==> config.mk <==
export PLATFORM = sky130hd
export DESIGN_NAME = mac_sat_unit
export DESIGN_NICKNAME = d
export VERILOG_FILES = /design/src/rtl/macsat_pkg.sv /design/src/rtl/macsat_prod_cond.sv /design/src/rtl/macsat_acc_sat.sv /design/src/rtl/macsat_readout.sv /design/src/rtl/mac_sat_unit.sv
export SDC_FILE = /design/constraint.sdc
export NUM_CORES = 1
export LEC_CHECK = 0
export BUFFER_PORTS_ARGS = -buffer_cell sky130_fd_sc_hd__buf_2
export CORE_ASPECT_RATIO = 2
export CORE_MARGIN = 2
export CORE_UTILIZATION = 25
export DETAILED_ROUTE_END_ITERATION = 8
export GPL_TIMING_DRIVEN = 1
export PLACE_DENSITY = 0.44
export SLEW_MARGIN = 40
export SYNTH_ARGS = -nofsm -noshare
export SYNTH_HDL_FRONTEND = slang
export SYNTH_SLANG_ARGS = --single-unit
==> constraint.sdc <==
create_clock -name clk -period 15.6 [get_ports clk]
set_input_delay 1.56 -clock clk [delete_from_list [all_inputs] [get_ports clk]]
set_output_delay 1.56 -clock clk [all_outputs]
set_load 0.05 [all_outputs]
==> src/rtl/macsat_pkg.sv <==
package macsat_pkg;
  localparam int ST_EV   = 0;
  localparam int ST_V    = 1;
  localparam int ST_Z    = 2;
  localparam int ST_N    = 3;
  localparam int ST_RND  = 4;
  localparam int ST_FRAC = 5;
  localparam int ST_SGN  = 6;
  localparam int ST_SATM = 7;
  localparam int ST_STK  = 8;

  typedef enum logic [2:0] {
    OP_COND = 3'd0,
    OP_MACC = 3'd1,
    OP_READ = 3'd2,
    OP_LOAD = 3'd3,
    OP_WRSR = 3'd4
  } mac_op_e;

  // field order matches status bits 7..4
  typedef struct packed {
    logic satm;
    logic sgn;
    logic frac;
    logic rnd;
  } mode_t;

  typedef enum logic [1:0] {K_UNS, K_SGN, K_FRC} arith_e;

  function automatic arith_e kind_of(input mode_t m);
    if (m.frac)     return K_FRC;
    else if (m.sgn) return K_SGN;
    else            return K_UNS;
  endfunction
endpackage

==> src/rtl/macsat_prod_cond.sv <==
module macsat_prod_cond
  import macsat_pkg::*;
#(
  parameter int WORD_W  = 64,
  parameter int KEEP_W  = 40,
  parameter int FRAC_SH = 24,
  parameter int BIG_EXP = 50
) (
  input  logic [WORD_W-1:0] prod,
  input  mode_t             mode,
  output logic [WORD_W-1:0] res,
  output logic              ovf
);
  localparam logic [WORD_W-1:0]  BIG  = WORD_W'(1) << BIG_EXP;
  localparam logic [FRAC_SH-1:0] HALF = {1'b1, {(FRAC_SH-1){1'b0}}};

  logic [WORD_W-1:0]  sext_k, trunc_k, shifted;
  logic [FRAC_SH-1:0] rem;
  logic               up;

  always_comb begin
    sext_k  = {{(WORD_W-KEEP_W){prod[KEEP_W-1]}}, prod[KEEP_W-1:0]};
    trunc_k = {{(WORD_W-KEEP_W){1'b0}}, prod[KEEP_W-1:0]};
    shifted = prod >> FRAC_SH;
    rem     = prod[FRAC_SH-1:0];
    up      = mode.rnd && ((rem > HALF) || ((rem == HALF) && shifted[0]));
    res     = prod;
    ovf     = 1'b0;
    unique case (kind_of(mode))
      K_SGN: begin
        ovf = (sext_k != prod);
        if (ovf && mode.satm) res = prod[WORD_W-1] ? ~BIG : BIG;
        else                  res = sext_k;
      end
      K_UNS: begin
        ovf = |prod[WORD_W-1:KEEP_W];
        if (ovf) res = mode.satm ? BIG : trunc_k;
      end
      default: res = shifted + WORD_W'(up);
    endcase
  end
endmodule

==> src/rtl/macsat_acc_sat.sv <==
module macsat_acc_sat #(
  parameter int WORD_W  = 64,
  parameter int ACC_W   = 48,
  parameter int EXT_FRC = 40,
  parameter int EXT_INT = 32,
  parameter int ULIM_EX = 53
) (
  input  logic [WORD_W-1:0] acc_old,
  input  logic [WORD_W-1:0] addend,
  input  logic              frac,
  input  logic              sgn,
  input  logic              satm,
  input  logic              v_prev,
  input  logic              stk_prev,
  output logic [WORD_W-1:0] acc_new,
  output logic              stk_set,
  output logic [3:0]        flg     // {N, Z, V, EV}
);
  localparam logic [WORD_W-1:0] POS_I = (WORD_W'(1) << (EXT_INT-1)) - WORD_W'(1);
  localparam logic [WORD_W-1:0] POS_F = (WORD_W'(1) << (ACC_W-1)) - WORD_W'(1);
  localparam logic [WORD_W-1:0] U_MAX = (WORD_W'(1) << ACC_W) - WORD_W'(1);
  localparam logic [WORD_W-1:0] U_LIM = WORD_W'(1) << ULIM_EX;

  logic [WORD_W-1:0] sum, s_fit, u_cut;
  logic ovf, vnow, z, n, ev;

  always_comb begin
    sum   = acc_old + addend;
    s_fit = {{(WORD_W-ACC_W){sum[ACC_W-1]}}, sum[ACC_W-1:0]};
    u_cut = {{(WORD_W-ACC_W){1'b0}}, sum[ACC_W-1:0]};
    ovf   = (frac || sgn) ? (s_fit != sum) : (|sum[WORD_W-1:ACC_W]);
    vnow  = v_prev || ovf;
    if (frac) begin
      acc_new = (vnow && satm) ? (s_fit[WORD_W-1] ? ~POS_F : POS_F) : s_fit;
    end else if (sgn) begin
      acc_new = (vnow && satm) ? (s_fit[WORD_W-1] ? ~POS_I : POS_I) : s_fit;
    end else if (vnow) begin
      acc_new = satm ? ((sum > U_LIM) ? '0 : U_MAX) : u_cut;
    end else begin
      acc_new = sum;
    end
    z = (acc_new == '0);
    n = !z && acc_new[ACC_W-1];
    if (frac)
      ev = !((&acc_new[WORD_W-1:EXT_FRC]) || !(|acc_new[WORD_W-1:EXT_FRC]));
    else if (sgn)
      ev = !((&acc_new[WORD_W-1:EXT_INT]) || !(|acc_new[WORD_W-1:EXT_INT]));
    else
      ev = |acc_new[WORD_W-1:EXT_INT];
    stk_set = vnow;
    flg     = {n, z, stk_prev || vnow, ev};
  end
endmodule

==> src/rtl/macsat_readout.sv <==
module macsat_readout
  import macsat_pkg::*;
#(
  parameter int WORD_W = 64,
  parameter int OUT_W  = 32,
  parameter int HALF_W = 16,
  parameter int H_SH   = 24,
  parameter int F_SH   = 8
) (
  input  logic [WORD_W-1:0] acc,
  input  mode_t             mode,
  output logic [OUT_W-1:0]  rd
);
  localparam logic [H_SH-1:0]  HALF_H = {1'b1, {(H_SH-1){1'b0}}};
  localparam logic [F_SH-1:0]  HALF_F = {1'b1, {(F_SH-1){1'b0}}};
  localparam logic [OUT_W-1:0] MAXV   = {1'b0, {(OUT_W-1){1'b1}}};
  localparam logic [OUT_W-1:0] MINV   = {1'b1, {(OUT_W-1){1'b0}}};
  localparam logic [OUT_W-1:0] H_POS  = OUT_W'((1 << (HALF_W-1)) - 1);

  logic [H_SH-1:0]   rem_h;
  logic [F_SH-1:0]   rem_f;
  logic [HALF_W:0]   h_val;
  logic [WORD_W-1:0] f_sh, f_val;
  logic up_h, up_f, f_fit, i_fit;

  always_comb begin
    rem_h = acc[H_SH-1:0];
    up_h  = (rem_h > HALF_H) || ((rem_h == HALF_H) && acc[H_SH]);
    h_val = {1'b0, acc[H_SH+HALF_W-1:H_SH]} + (HALF_W+1)'(up_h);
    rem_f = acc[F_SH-1:0];
    f_sh  = WORD_W'($signed(acc) >>> F_SH);
    up_f  = mode.rnd && ((rem_f > HALF_F) || ((rem_f == HALF_F) && f_sh[0]));
    f_val = f_sh + WORD_W'(up_f);
    f_fit = (&f_val[WORD_W-1:OUT_W-1]) || !(|f_val[WORD_W-1:OUT_W-1]);
    i_fit = (&acc[WORD_W-1:OUT_W-1]) || !(|acc[WORD_W-1:OUT_W-1]);
    if (mode.frac) begin
      if (mode.sgn)
        rd = (mode.satm && h_val[HALF_W]) ? H_POS : OUT_W'(h_val[HALF_W-1:0]);
      else
        rd = (mode.satm && !f_fit) ? (f_val[WORD_W-1] ? MINV : MAXV) : f_val[OUT_W-1:0];
    end else if (mode.sgn) begin
      rd = i_fit ? acc[OUT_W-1:0] : (acc[WORD_W-1] ? MINV : MAXV);
    end else begin
      rd = (|acc[WORD_W-1:OUT_W]) ? '1 : acc[OUT_W-1:0];
    end
  end
endmodule

==> src/rtl/mac_sat_unit.sv <==
module mac_sat_unit
  import macsat_pkg::*;
#(
  parameter int NUM_ACC = 4,
  parameter int WORD_W  = 64,
  parameter int ACC_W   = 48,
  parameter int OUT_W   = 32
) (
  input  logic                                  clk,
  input  logic                                  rst,
  input  logic                                  req_valid,
  input  logic [2:0]                            req_op,
  input  logic [((NUM_ACC>1)?$clog2(NUM_ACC):1)-1:0] req_idx,
  input  logic [WORD_W-1:0]                     req_data,
  output logic                                  rsp_valid,
  output logic [WORD_W-1:0]                     rsp_data,
  output logic [ST_STK+NUM_ACC-1:0]             status_q
);
  localparam int IDX_W = (NUM_ACC > 1) ? $clog2(NUM_ACC) : 1;
  localparam int ST_W  = ST_STK + NUM_ACC;

  logic [WORD_W-1:0] acc_q [NUM_ACC];
  logic [WORD_W-1:0] acc_rd, cond_res, sat_new, rsp_nxt, acc_wd;
  logic [OUT_W-1:0]  rd_word;
  logic [ST_W-1:0]   st_nxt;
  logic [3:0]        sat_flg;
  logic              cond_ovf, stk_set, acc_we;
  mode_t             mode;
  logic [IDX_W-1:0]  unused_idx;

  assign mode       = mode_t'(status_q[ST_SATM:ST_RND]);
  assign acc_rd     = acc_q[req_idx];
  assign unused_idx = req_idx;

  macsat_prod_cond #(.WORD_W(WORD_W)) u_cond (
    .prod(req_data), .mode(mode), .res(cond_res), .ovf(cond_ovf));

  macsat_acc_sat #(.WORD_W(WORD_W), .ACC_W(ACC_W)) u_sat (
    .acc_old(acc_rd), .addend(req_data),
    .frac(mode.frac), .sgn(mode.sgn), .satm(mode.satm),
    .v_prev(status_q[ST_V]), .stk_prev(status_q[ST_STK + int'(req_idx)]),
    .acc_new(sat_new), .stk_set(stk_set), .flg(sat_flg));

  macsat_readout #(.WORD_W(WORD_W), .OUT_W(OUT_W)) u_rd (
    .acc(acc_rd), .mode(mode), .rd(rd_word));

  always_comb begin
    st_nxt  = status_q;
    rsp_nxt = '0;
    acc_we  = 1'b0;
    acc_wd  = req_data;
    case (mac_op_e'(req_op))
      OP_COND: begin
        rsp_nxt       = cond_res;
        st_nxt[ST_V]  = status_q[ST_V] | cond_ovf;
      end
      OP_MACC: begin
        rsp_nxt     = sat_new;
        acc_we      = 1'b1;
        acc_wd      = sat_new;
        st_nxt[3:0] = status_q[3:0] | sat_flg;
        st_nxt[ST_STK + int'(req_idx)] = status_q[ST_STK + int'(req_idx)] | stk_set;
      end
      OP_READ: rsp_nxt = WORD_W'(rd_word);
      OP_LOAD: begin
        rsp_nxt = req_data;
        acc_we  = 1'b1;
      end
      OP_WRSR: begin
        st_nxt  = req_data[ST_W-1:0];
        rsp_nxt = WORD_W'(req_data[ST_W-1:0]);
      end
      default: ;
    endcase
  end

  always_ff @(posedge clk) begin
    if (rst) begin
      rsp_valid <= 1'b0;
      rsp_data  <= '0;
      status_q  <= '0;
    end else begin
      rsp_valid <= req_valid;
      if (req_valid) begin
        rsp_data <= rsp_nxt;
        status_q <= st_nxt;
      end
    end
  end

  always_ff @(posedge clk) begin
    if (rst) begin
      for (int i = 0; i < NUM_ACC; i++) acc_q[i] <= '0;
    end else if (req_valid && acc_we) begin
      acc_q[req_idx] <= acc_wd;
    end
  end
endmodule

==> flow_summary_export.csv <==
group,metric,value,unit
run_status,outcome,"completed",
sta,setup_violations,0,
pwr,p_per_area,95.37,nW/um^2
floorplanning,rows,166,
pwr,intPower,1.688,mW
setup_path,required,16000,ps
sta,rsz0062_at_grt,"no",
placed_design,dp_hpwl,116.0,mm
placed_design,dp_cells,4266,
floorplanning,core_area,102000,um^2
global_route,use_met3,0.04533,
clock_network,clock-root-buffer,"clkbuf_16",
setup_path,startpoint_type,"input pin",
sta,clock.fmax,103.7,MHz
pwr,ir_drop,0.05942,mV
floorplanning,io-pin-count,149,
synthesis,yosysSeqAreaShare,0.3602,
pwr,combPwrFrac,0.326,
sta,slew_viol_final,0,
synthesis,async_flop_share,0,
finish,syn_to_final_growth,12.92,%
clock_network,clk_latency,590,ps
placed_design,finalWeightedCongestion,1.039,
clock_network,post_cts_resized,0,
synthesis,syn_inst,2931,
synthesis,avgSynthCellArea,8.742,um^2
synthesis,ys.warnings.count,0,
synthesis,yosys-top-cells-count,"nand2_1 (322), nor2_1 (285), edfxtp_1 (256)",
global_route,antenna_found_initial,9,
pwr,power.share.clock,0.308,
sta,fin_tns_setup,0,ps
global_route,gr-usage-met2,0.4984,
clock_network,post_cts_buffers,0,
clock_network,hold_buffers,0,
finish,fillers,10920,
global_route,gr-total-overflow,0,
setup_path,cp_max_fo,46,
finish,drive_above_1_share,0.1480,
synthesis,synth_ff_type,"edfxtp_1",
global_route,grt_max_degree,62,
finish,finalNonFillerCells,4334,
sta,period_minus_slack,9647,ps
clock_network,path_clk_slew,60,ps
sta,finalCritPeriodShare,0.6184,
synthesis,synth_edf_count,256,
placed_design,numPortBuffers,148,
synthesis,synth_top_area_cell,"edfxtp_1",
synthesis,synth_area_leaders,"edfxtp_1 (30%), dfxtp_1 (6.0%), mux4_2 (5.7%)",
sta,skew,34.83,ps
setup_path,path_class,"input pin to flip-flop",
clock_network,htreeDepth,2,
synthesis,syn_nets,3074,
clock_network,cts_made_buffers,34,
sta,worst_pin_slew,965.3,ps
synthesis,ys_ff_latch,333,
detailed_routing,dr.first_iter.drc_count,2171,
detailed_routing,detail-route-antenna-nets,0,
synthesis,synth_cell_types,101,
synthesis,synth_most_common_cell,"nand2_1",
run,cap_viol_max_count,0,
setup_path,arrival,10040,ps
pwr,p_leak,9.912,nW
detailed_routing,drc,0,
pwr,p_switching,1.071,mW
detailed_routing,vias_per_cell,6.111,
floorplanning,dieArea,105200,um^2
sta,slew_headroom,0.3522,
synthesis,synth_top_area_frac,0.3000,
synthesis,synth_area,25620,um^2
global_route,grt_pass1_wl,211.5,mm
floorplanning,chipWidth,230.4,um
pwr,p_sw_frac,0.3881,
placed_design,dp_slack,5582,ps
floorplanning,start_util,0.2513,
sta,hold_violations,0,
worst_hold_path,min_path_type,"flip-flop to flip-flop",
detailed_routing,drtPass1Iterations,5,
detailed_routing,post_drt_wl_per_cell,35.38,um
pwr,p_seq_frac,0.366,
global_route,use_met1,0.2948,
clock_network,clkSinkCount,333,
detailed_routing,dr_total_vias,26490,
setup_path,end_kind,"flip-flop",
detailed_routing,totalWireLength,153.3,mm
clock_network,clk_path_buf_depth,3,
floorplanning,die_y,456.8,um
clock_network,cts_tree,"yes",
global_route,grt.busiest_layer,"met2",
sta,hold_slack,464.7,ps
sta,fin_ws,5953,ps
global_route,grt_pass1_vias,26980,
finish,finalNetCount,3103,
global_route,grt_usage,0.2853,
pwr,power,2.759,mW
[cell usage in the layout, fill, tap and decap left out, types with 23 or more instances in the layout]
| cell type | instances |
|---|---|
| a31oi_1 | 30 |
| a22oi_1 | 26 |
| a21o_1 | 26 |
| xnor2_1 | 63 |
| buf_2 | 146 |
| nor3b_1 | 31 |
| nand2_1 | 314 |
| o21ai_0 | 126 |
| o21a_1 | 23 |
| xor2_1 | 66 |
| and2_1 | 23 |
| nand4_1 | 73 |
| edfxtp_1 | 256 |
| or3_1 | 26 |
| and3_1 | 34 |
| nor4_1 | 40 |
| nand3_1 | 80 |
| a21oi_1 | 246 |
| o22ai_1 | 24 |
| inv_1 | 24 |
| mux4_2 | 65 |
| buf_4 | 74 |
| nor3_1 | 204 |
| dfxtp_1 | 76 |
| clkbuf_16 | 37 |
| a221oi_1 | 30 |
| a211oi_1 | 66 |
| ha_1 | 70 |
| nor2_1 | 280 |
[flip-flops by register name, indices dropped and copies added (netlist names)]
register and cells:
acc_q 256, rsp_data 64, rsp_valid 1, status_q 12
[power by group through the flow]
stage	clock network [mW]	logic [mW]	registers (mW)
after detailed placement	0	0.863	1.03
after CTS	0.866	0.867	1.01
final	0.851	0.898	1.01
after global placement	0	0.864	1.03
after floorplan	0	0.478	1.05
after global routing	0.883	0.928	1.01
[metrics by stage]
stage                     instance area (um^2)  utilization
final                                    28930       0.2837
after global routing                     28930       0.2837
after CTS                                28860       0.2830
after detailed placement                 27790       0.2725
after global placement                   27700       0.2716
after floorplan                          25620            -
[layout make-up]
class / count / area [um^2] / area share
multi-input combinational: 2339 / 15510 / 0.5359
sequential: 333 / 9230 / 0.3190
tap: 1344 / 1682 / 0.05812
timing repair buffer: 225 / 1340 / 0.04632
clock buffer: 52 / 982.2 / 0.03395
inverter: 27 / 101.3 / 0.003503
clock inverter: 10 / 81.33 / 0.002811
antenna: 4 / 10.01 / 0.0003460
[kinds of logic after synthesis]
| kind of cell | share of synthesized area |
|---|---|
| multiplexers | 0.06367 |
| adder cells (fa/ha/maj) | 0.03496 |
| flip-flops | 0.3602 |
| buffers and inverters | 0.04453 |
| AO/OA/AOI/OAI | 0.2144 |
| XOR/XNOR | 0.04614 |
| AND/OR/NAND/NOR | 0.2361 |
[per-layer routing]
| layer | up-vias | wire (um) |
|---|---|---|
| li1 | 11290 | - |
| met1 | 13210 | 51450 |
| met2 | 1406 | 75370 |
| met3 | 578 | 9830 |
| met4 | 10 | 16640 |
| met5 | - | 67 |
[final timing paths]
check / start / end / slack (ps) / cells after the start
max: req_idx[0] / acc_q[2][26] / 5950 / 16
max reg2reg: acc_q[2][24] / acc_q[2][26] / 7990 / 17
min reg2reg: status_q[6] / status_q[6] / 460 / 2
min: status_q[6] / status_q[6] / 460 / 2
[worst max-delay path, cell delays in order]
cell       delay [ps]
buf_4             480
buf_4             620
buf_4             580
mux4_2            770
ha_1              620
nand4_1           630
a2111oi_2         870
a211oi_2          190
o311a_1           430
or4_1             620
or4_4             610
or4_1             480
buf_4             220
nand3_4           590
a211oi_1          300
nor3_1            250
Note: power is estimated with default switching activity, not from simulation.
